### src/rtl/spm_dp_pkg.sv
package spm_dp_pkg;

    parameter int LANES  = 4;
    parameter int BANKS  = 4;
    parameter int DEPTH  = 16;
    parameter int WBYTES = 4;

    localparam int BANK_W = $clog2(BANKS);
    localparam int OFF_W  = $clog2(DEPTH);
    localparam int LANE_W = (LANES > 1) ? $clog2(LANES) : 1;
    localparam int DATA_W = WBYTES * 8;

    typedef logic [BANK_W-1:0] bank_idx_t;
    typedef logic [OFF_W-1:0]  offset_t;
    typedef logic [LANE_W-1:0] lane_sel_t;
    typedef logic [DATA_W-1:0] word_t;
    typedef logic [WBYTES-1:0] bmask_t;

    // One bank's access for one cycle, after steering
    typedef struct packed {
        logic    en;
        logic    we;
        offset_t off;
        word_t   wdata;
        bmask_t  bwe;
    } bank_req_t;

    typedef struct packed {
        logic      hit;
        lane_sel_t idx;
    } pick_t;

    // Lowest-index request wins
    function automatic pick_t pick_lowest(input logic [LANES-1:0] req);
        pick_t p;
        p = '0;
        for (int i = LANES - 1; i >= 0; i--) begin
            if (req[i]) begin
                p.hit = 1'b1;
                p.idx = lane_sel_t'(i);
            end
        end
        return p;
    endfunction

endpackage

### src/rtl/spm_bank_steer.sv
module spm_bank_steer
    import spm_dp_pkg::*;
#(
    parameter int BANK_ID = 0
) (
    input  logic [LANES-1:0]             served,
    input  logic [LANES-1:0][BANK_W-1:0] bank_idx,
    input  logic [LANES-1:0][OFF_W-1:0]  offset,
    input  logic [LANES-1:0][DATA_W-1:0] wdata,
    input  logic [LANES-1:0][WBYTES-1:0] bmask,
    input  logic                         store,
    output bank_req_t                    req
);

    logic [LANES-1:0] match;
    pick_t            winner;

    for (genvar l = 0; l < LANES; l++) begin : g_match
        assign match[l] = (bank_idx[l] == bank_idx_t'(BANK_ID));
    end

    assign winner = pick_lowest(served & match);

    always_comb begin
        req       = '0;
        req.en    = winner.hit & served[winner.idx];
        req.we    = req.en & store;
        req.off   = offset[winner.idx];
        req.wdata = wdata[winner.idx];
        req.bwe   = req.we ? bmask[winner.idx] : '0;
    end

endmodule

### src/rtl/spm_bank_ram.sv
module spm_bank_ram
    import spm_dp_pkg::*;
(
    input  logic      clk,
    input  logic      rst,
    input  bank_req_t req,
    output word_t     rdata
);

    logic [WBYTES-1:0][7:0] mem [DEPTH];

    // Read-first: rdata takes the old word, then the enabled bytes change
    always_ff @(posedge clk) begin
        if (req.en) begin
            for (int b = 0; b < WBYTES; b++) begin
                if (req.bwe[b]) begin
                    mem[req.off][b] <= req.wdata[b*8 +: 8];
                end
            end
        end
    end

    always_ff @(posedge clk) begin
        if (rst) begin
            rdata <= '0;
        end else if (req.en) begin
            rdata <= mem[req.off];
        end
    end

endmodule

### src/rtl/spm_ctrl_delay.sv
module spm_ctrl_delay
    import spm_dp_pkg::*;
(
    input  logic                         clk,
    input  logic                         rst,
    input  logic [LANES-1:0]             served,
    input  logic [LANES-1:0][BANK_W-1:0] bank_idx,
    input  logic                         last,
    output logic [LANES-1:0]             served_d,
    output logic [LANES-1:0][BANK_W-1:0] bank_idx_d,
    output logic                         last_d
);

    // One stage, matching the one-cycle bank read latency
    always_ff @(posedge clk) begin
        if (rst) begin
            served_d   <= '0;
            bank_idx_d <= '0;
            last_d     <= 1'b0;
        end else begin
            served_d   <= served;
            bank_idx_d <= bank_idx;
            last_d     <= last;
        end
    end

endmodule

### src/rtl/spm_out_xbar.sv
module spm_out_xbar
    import spm_dp_pkg::*;
(
    input  logic [BANKS-1:0][DATA_W-1:0] bank_rd,
    input  logic [LANES-1:0][BANK_W-1:0] sel,
    output logic [LANES-1:0][DATA_W-1:0] lane_rd
);

    for (genvar l = 0; l < LANES; l++) begin : g_lane_mux
        assign lane_rd[l] = bank_rd[sel[l]];
    end

endmodule

### src/rtl/spm_collector.sv
module spm_collector
    import spm_dp_pkg::*;
(
    input  logic                         clk,
    input  logic                         rst,
    input  logic [LANES-1:0]             load,
    input  logic                         last,
    input  logic [LANES-1:0][DATA_W-1:0] lane_rd,
    output logic                         valid,
    output logic [LANES-1:0][DATA_W-1:0] result
);

    for (genvar l = 0; l < LANES; l++) begin : g_slot
        always_ff @(posedge clk) begin
            if (rst) begin
                result[l] <= '0;
            end else if (load[l]) begin
                result[l] <= lane_rd[l];
            end
        end
    end

    always_ff @(posedge clk) begin
        if (rst) begin
            valid <= 1'b0;
        end else begin
            valid <= last;
        end
    end

endmodule

### src/rtl/spm_bank_datapath.sv
module spm_bank_datapath
    import spm_dp_pkg::*;
(
    input  logic                         clk,
    input  logic                         rst,
    input  logic [LANES-1:0]             in_served,
    input  logic [LANES-1:0][BANK_W-1:0] in_bank_idx,
    input  logic [LANES-1:0][OFF_W-1:0]  in_offset,
    input  logic [LANES-1:0][DATA_W-1:0] in_wdata,
    input  logic [LANES-1:0][WBYTES-1:0] in_bmask,
    input  logic                         in_store,
    input  logic                         in_last,
    output logic                         out_valid,
    output logic [LANES-1:0][DATA_W-1:0] out_rdata
);

    bank_req_t                    bank_req [BANKS];
    logic [BANKS-1:0]             bank_en;
    logic [BANKS-1:0][DATA_W-1:0] bank_rd;
    logic [LANES-1:0]             served_d;
    logic [LANES-1:0][BANK_W-1:0] bank_idx_d;
    logic                         last_d;
    logic [LANES-1:0][DATA_W-1:0] lane_rd;

    for (genvar b = 0; b < BANKS; b++) begin : g_bank
        spm_bank_steer #(.BANK_ID(b)) u_steer (
            .served   (in_served),
            .bank_idx (in_bank_idx),
            .offset   (in_offset),
            .wdata    (in_wdata),
            .bmask    (in_bmask),
            .store    (in_store),
            .req      (bank_req[b])
        );

        spm_bank_ram u_ram (
            .clk   (clk),
            .rst   (rst),
            .req   (bank_req[b]),
            .rdata (bank_rd[b])
        );

        assign bank_en[b] = bank_req[b].en;
    end

    spm_ctrl_delay u_delay (
        .clk        (clk),
        .rst        (rst),
        .served     (in_served),
        .bank_idx   (in_bank_idx),
        .last       (in_last),
        .served_d   (served_d),
        .bank_idx_d (bank_idx_d),
        .last_d     (last_d)
    );

    spm_out_xbar u_xbar (
        .bank_rd (bank_rd),
        .sel     (bank_idx_d),
        .lane_rd (lane_rd)
    );

    spm_collector u_coll (
        .clk     (clk),
        .rst     (rst),
        .load    (served_d),
        .last    (last_d),
        .lane_rd (lane_rd),
        .valid   (out_valid),
        .result  (out_rdata)
    );

endmodule

### config.mk
export PLATFORM = sky130hd
export DESIGN_NAME = spm_bank_datapath
export DESIGN_NICKNAME = d
export VERILOG_FILES = /design/src/rtl/spm_dp_pkg.sv /design/src/rtl/spm_bank_steer.sv /design/src/rtl/spm_bank_ram.sv /design/src/rtl/spm_ctrl_delay.sv /design/src/rtl/spm_out_xbar.sv /design/src/rtl/spm_collector.sv /design/src/rtl/spm_bank_datapath.sv
export SDC_FILE = /design/constraint.sdc
export NUM_CORES = 2
export LEC_CHECK = 0
export ABC_AREA = 1
export BUFFER_PORTS_ARGS = -buffer_cell sky130_fd_sc_hd__buf_4
export CAP_MARGIN = 20
export CORE_MARGIN = 10
export CORE_UTILIZATION = 45
export CTS_BUF_LIST = sky130_fd_sc_hd__clkbuf_4 sky130_fd_sc_hd__clkbuf_8
export CTS_CLUSTER_DIAMETER = 30
export DETAILED_ROUTE_END_ITERATION = 7
export PLACE_DENSITY = 0.63
export SYNTH_ARGS = -nofsm -noshare
export SYNTH_HDL_FRONTEND = slang
export SYNTH_SLANG_ARGS = --single-unit
### constraint.sdc
create_clock -name clk -period 3.6 [get_ports clk]
set_clock_uncertainty 0.2 [all_clocks]
set_input_delay 0.54 -clock clk [delete_from_list [all_inputs] [get_ports clk]]
set_output_delay 0.54 -clock clk [all_outputs]
set_load 0.03 [all_outputs]
==> impl_metrics.tcl <==
set metrics [dict create \
    outcome "finished with violations" \
    violations "setup timing" \
    final_core_util_pct 56.15 \
    setup_violations 1 \
    drt-total-wl_um 374500 \
    avgSynthCellArea_um2 9.417 \
    grt_pass1_vias 81630 \
    cts_buffer_depth 4 \
    worst_ir_drop_vdd_uv 478.5 \
    nets 12260 \
    fp.dieW_um 499.5 \
    maxCapViolations 0 \
    drtPass1Iterations 8 \
    r2r-end "u_coll.result[9]" \
    core_um2 228200 \
    max_freq_mhz 277.7 \
    die-area_um2 249500 \
    seqPwrFrac_pct 42.3 \
    drc 0 \
    syn_nets 11160 \
    grt.total_usage_pct 29.06 \
    min_period_over_period_pct 100.0 \
    antenna_found_initial 32 \
    htree_levels 5 \
    synth_warnings 0 \
    synthTopCellsByArea "edfxtp_1, nand2_1, dfxtp_1" \
    cts_inserted_buffers 478 \
    p_sw_mw 21.08 \
    fin_crit_ns 3.600 \
    postCtsSetupRepairBufs 0 \
    drive_above_1_share_pct 17.38 \
    synth_edf_count 2048 \
    r2r_cells 5 \
    clock-sinks 2318 \
    synth.most_common_cell "nand2_1" \
    grt-ovfl-total 0 \
    netlist.top_cell.by_area "edfxtp_1" \
    p_sw_share_pct 28.47 \
    worstPathMaxFanout 19 \
    synth-seq-cells 2318 \
    reg2reg_slack_ns 1.14 \
    dp_hpwl_um 263300 \
    synth.distinct_cells 27 \
    slew_violations 0 \
    start_util_pct 45.35 \
    cts_tree "built" \
    hp-class "input pin to flop" \
    worstHoldEndpoint "g_bank[0].u_ram.rdata[26]" \
    drt_first_iter_violations 9225 \
    worstPathRequired_ns 4.21 \
    power_density_nw_per_um2 577.9 \
    rows 175 \
    final_area_um2 128100 \
    viasPerCell 5.479 \
    yosysSeqAreaShare_pct 64.66 \
    num_vias 85020 \
    die_h_um 499.5 \
    end_kind "flop" \
    place_congestion 0.9791 \
    p_comb_share_pct 16.2 \
    finalHoldViolations 0 \
    clk_transition_reported_paths_ns 0.06 \
    post_drt_wl_per_cell_um 24.13 \
    place_area_um2 115600 \
    synth_ff_type "edfxtp_1" \
    p_leak_nw 53.10 \
    final_antenna_net_count 0 \
    crit-reg2reg-launch "u_delay.bank_idx_d[0]" \
    hold_path_depth 10 \
    cp-start-kind "input pin" \
    synth_top_area_share_pct 59.44 \
    area_growth_pct 23.83 \
    worstSetupPathType "input pin to flop" \
    crit_arrival_ns 4.21 \
    clkPwrFrac_pct 41.6 \
    async_flop_share_pct 0 \
    clock-root-buffer "clkbuf_8" \
    synthCells 10990 \
    grt_pass1_wl_um 543200 \
    intPower_mw 52.96 \
    tightest_slew_ns 1.216 \
    post-place-ws_ns -0.08826 \
    relSlewSlack_pct 18.95 \
    worstSkewPairLatency_ns 1.13 \
    total_power_mw 74.04 \
    syn_area_um2 103500 \
    pin_count 305 \
    port-buffer-count 304 \
    worstHoldStart "in_offset[13]" \
    synthTopCellsByCount "nand2_1, edfxtp_1, nand3_1, nor2_1, o21ai_0" \
    grt_max_degree 126 \
    setup_slack_ns -0.0003970 \
]
worst max path at each step:
| stage | from | endpoint | slack (ns) | cells after the start |
|---|---|---|---|---|
| 2_1_floorplan | in_bank_idx[6] | g_bank[0].u_ram.mem[6][0] | 0.56 | 16 |
| 3_3_place_gp | in_served[0] | g_bank[3].u_ram.mem[10][15] | -0.09 | 11 |
| 3_5_place_dp | in_served[0] | g_bank[3].u_ram.mem[10][10] | -0.09 | 11 |
| 4_1_cts | in_bank_idx[0] | g_bank[0].u_ram.mem[5][16] | 0.06 | 16 |
| 5_1_grt | in_bank_idx[0] | g_bank[0].u_ram.mem[5][16] | -0.008 | 16 |
| 6_report | in_bank_idx[0] | g_bank[0].u_ram.mem[10][21] | -0.0004 | 15 |
what timing repair did:
action                                  4_1_cts  5_1_grt
hold endpoints to repair                   2062        0
resized for setup                             0        3
hold buffers                                157        0
endpoints found under the setup margin        0       88
routing by layer:
metal | routed length (um) | track usage [%] | up-vias
li1 | - | - | 39100
met3 | 31970 | 5.599 | 1020
met4 | 28660 | 19.31 | 8
met2 | 173200 | 46.40 | 4298
met5 | 43 | 0 | -
met1 | 140600 | 35.99 | 40600
flip-flops by register name (all words and copies together), names as in the netlist:
signal              flops
g_bank.u_ram.mem     2048
g_bank.u_ram.rdata    128
u_coll.result         128
u_delay.bank_idx_d      8
u_delay.served_d        4
u_coll.valid            1
u_delay.last_d          1
power by group through the flow:
| stage | registers, mW | clock network, mW | logic (mW) |
|---|---|---|---|
| after floorplan | 31.5 | 0 | 6.05 |
| after global placement | 31.8 | 0 | 11.5 |
| after detailed placement | 31.8 | 0 | 11.6 |
| after CTS | 31.3 | 31.1 | 11.8 |
| after global routing | 31.3 | 32.4 | 12.9 |
| final | 31.3 | 30.8 | 12.0 |
critical path, cell delays in order:
cell           delay, ns
dlygate4sd3_1       0.55
buf_4               0.15
dlygate4sd3_1       0.59
inv_2               0.13
nand3_4             0.18
buf_4               0.22
nand2_4             0.20
nand2_1             0.08
o211ai_1            0.15
nand2_4             0.22
nor2_1              0.28
nand2_1             0.24
buf_4               0.20
nor2_1              0.20
buf_4               0.24
per-stage QoR:
| stage | setup TNS [ns] | cells | hold slack [ns] |
|---|---|---|---|
| 5_1_grt | -0.01630 | 15510 | 0.08138 |
| 3_3_place_gp | -1.248 | 14460 | 0.1902 |
| 6_report | -0.0003970 | 15520 | 0.1260 |
| 2_1_floorplan | 0 | 10990 | 0.1883 |
| 3_5_place_dp | -1.207 | 14460 | 0.2124 |
| 4_1_cts | 0 | 15490 | 0.03743 |
kinds of logic (layout without fill, tap and decap cells):
kind of cell           after synthesis  in the layout  share of synthesized area (%)
AOI/OAI and AO/OA                 1058           1058                          5.960
buffers and inverters              969           2464                          4.109
DFF                               2318           2318                          64.66
other                                0             27                              0
and+or+nand+nor                   6642           6642                          25.27
layout make-up:
type | count | area, um2
Fill cell | 19700 | 100000
Sequential cell | 2318 | 66930
Multi-Input combinational cell | 7700 | 33150
Timing Repair Buffer | 1315 | 12310
Clock buffer | 603 | 7749
Tap cell | 3009 | 3765
Clock inverter | 275 | 3113
Inverter | 271 | 1030
Antenna cell | 27 | 67.56
layout by cell type, fill, tap and decap left out, drive strengths merged:
cell         count
nand2         5267
edfxtp        2048
buf           1158
nand3          803
clkbuf         603
nor2           572
o21ai          395
inv            282
dfxtp          270
o211ai         268
a21oi          263
clkinv         167
dlygate4sd3    157
a31oi          128
bufinv          62
clkinvlp        35
diode           27
a21boi           4
(Power assumes the default switching activity.)
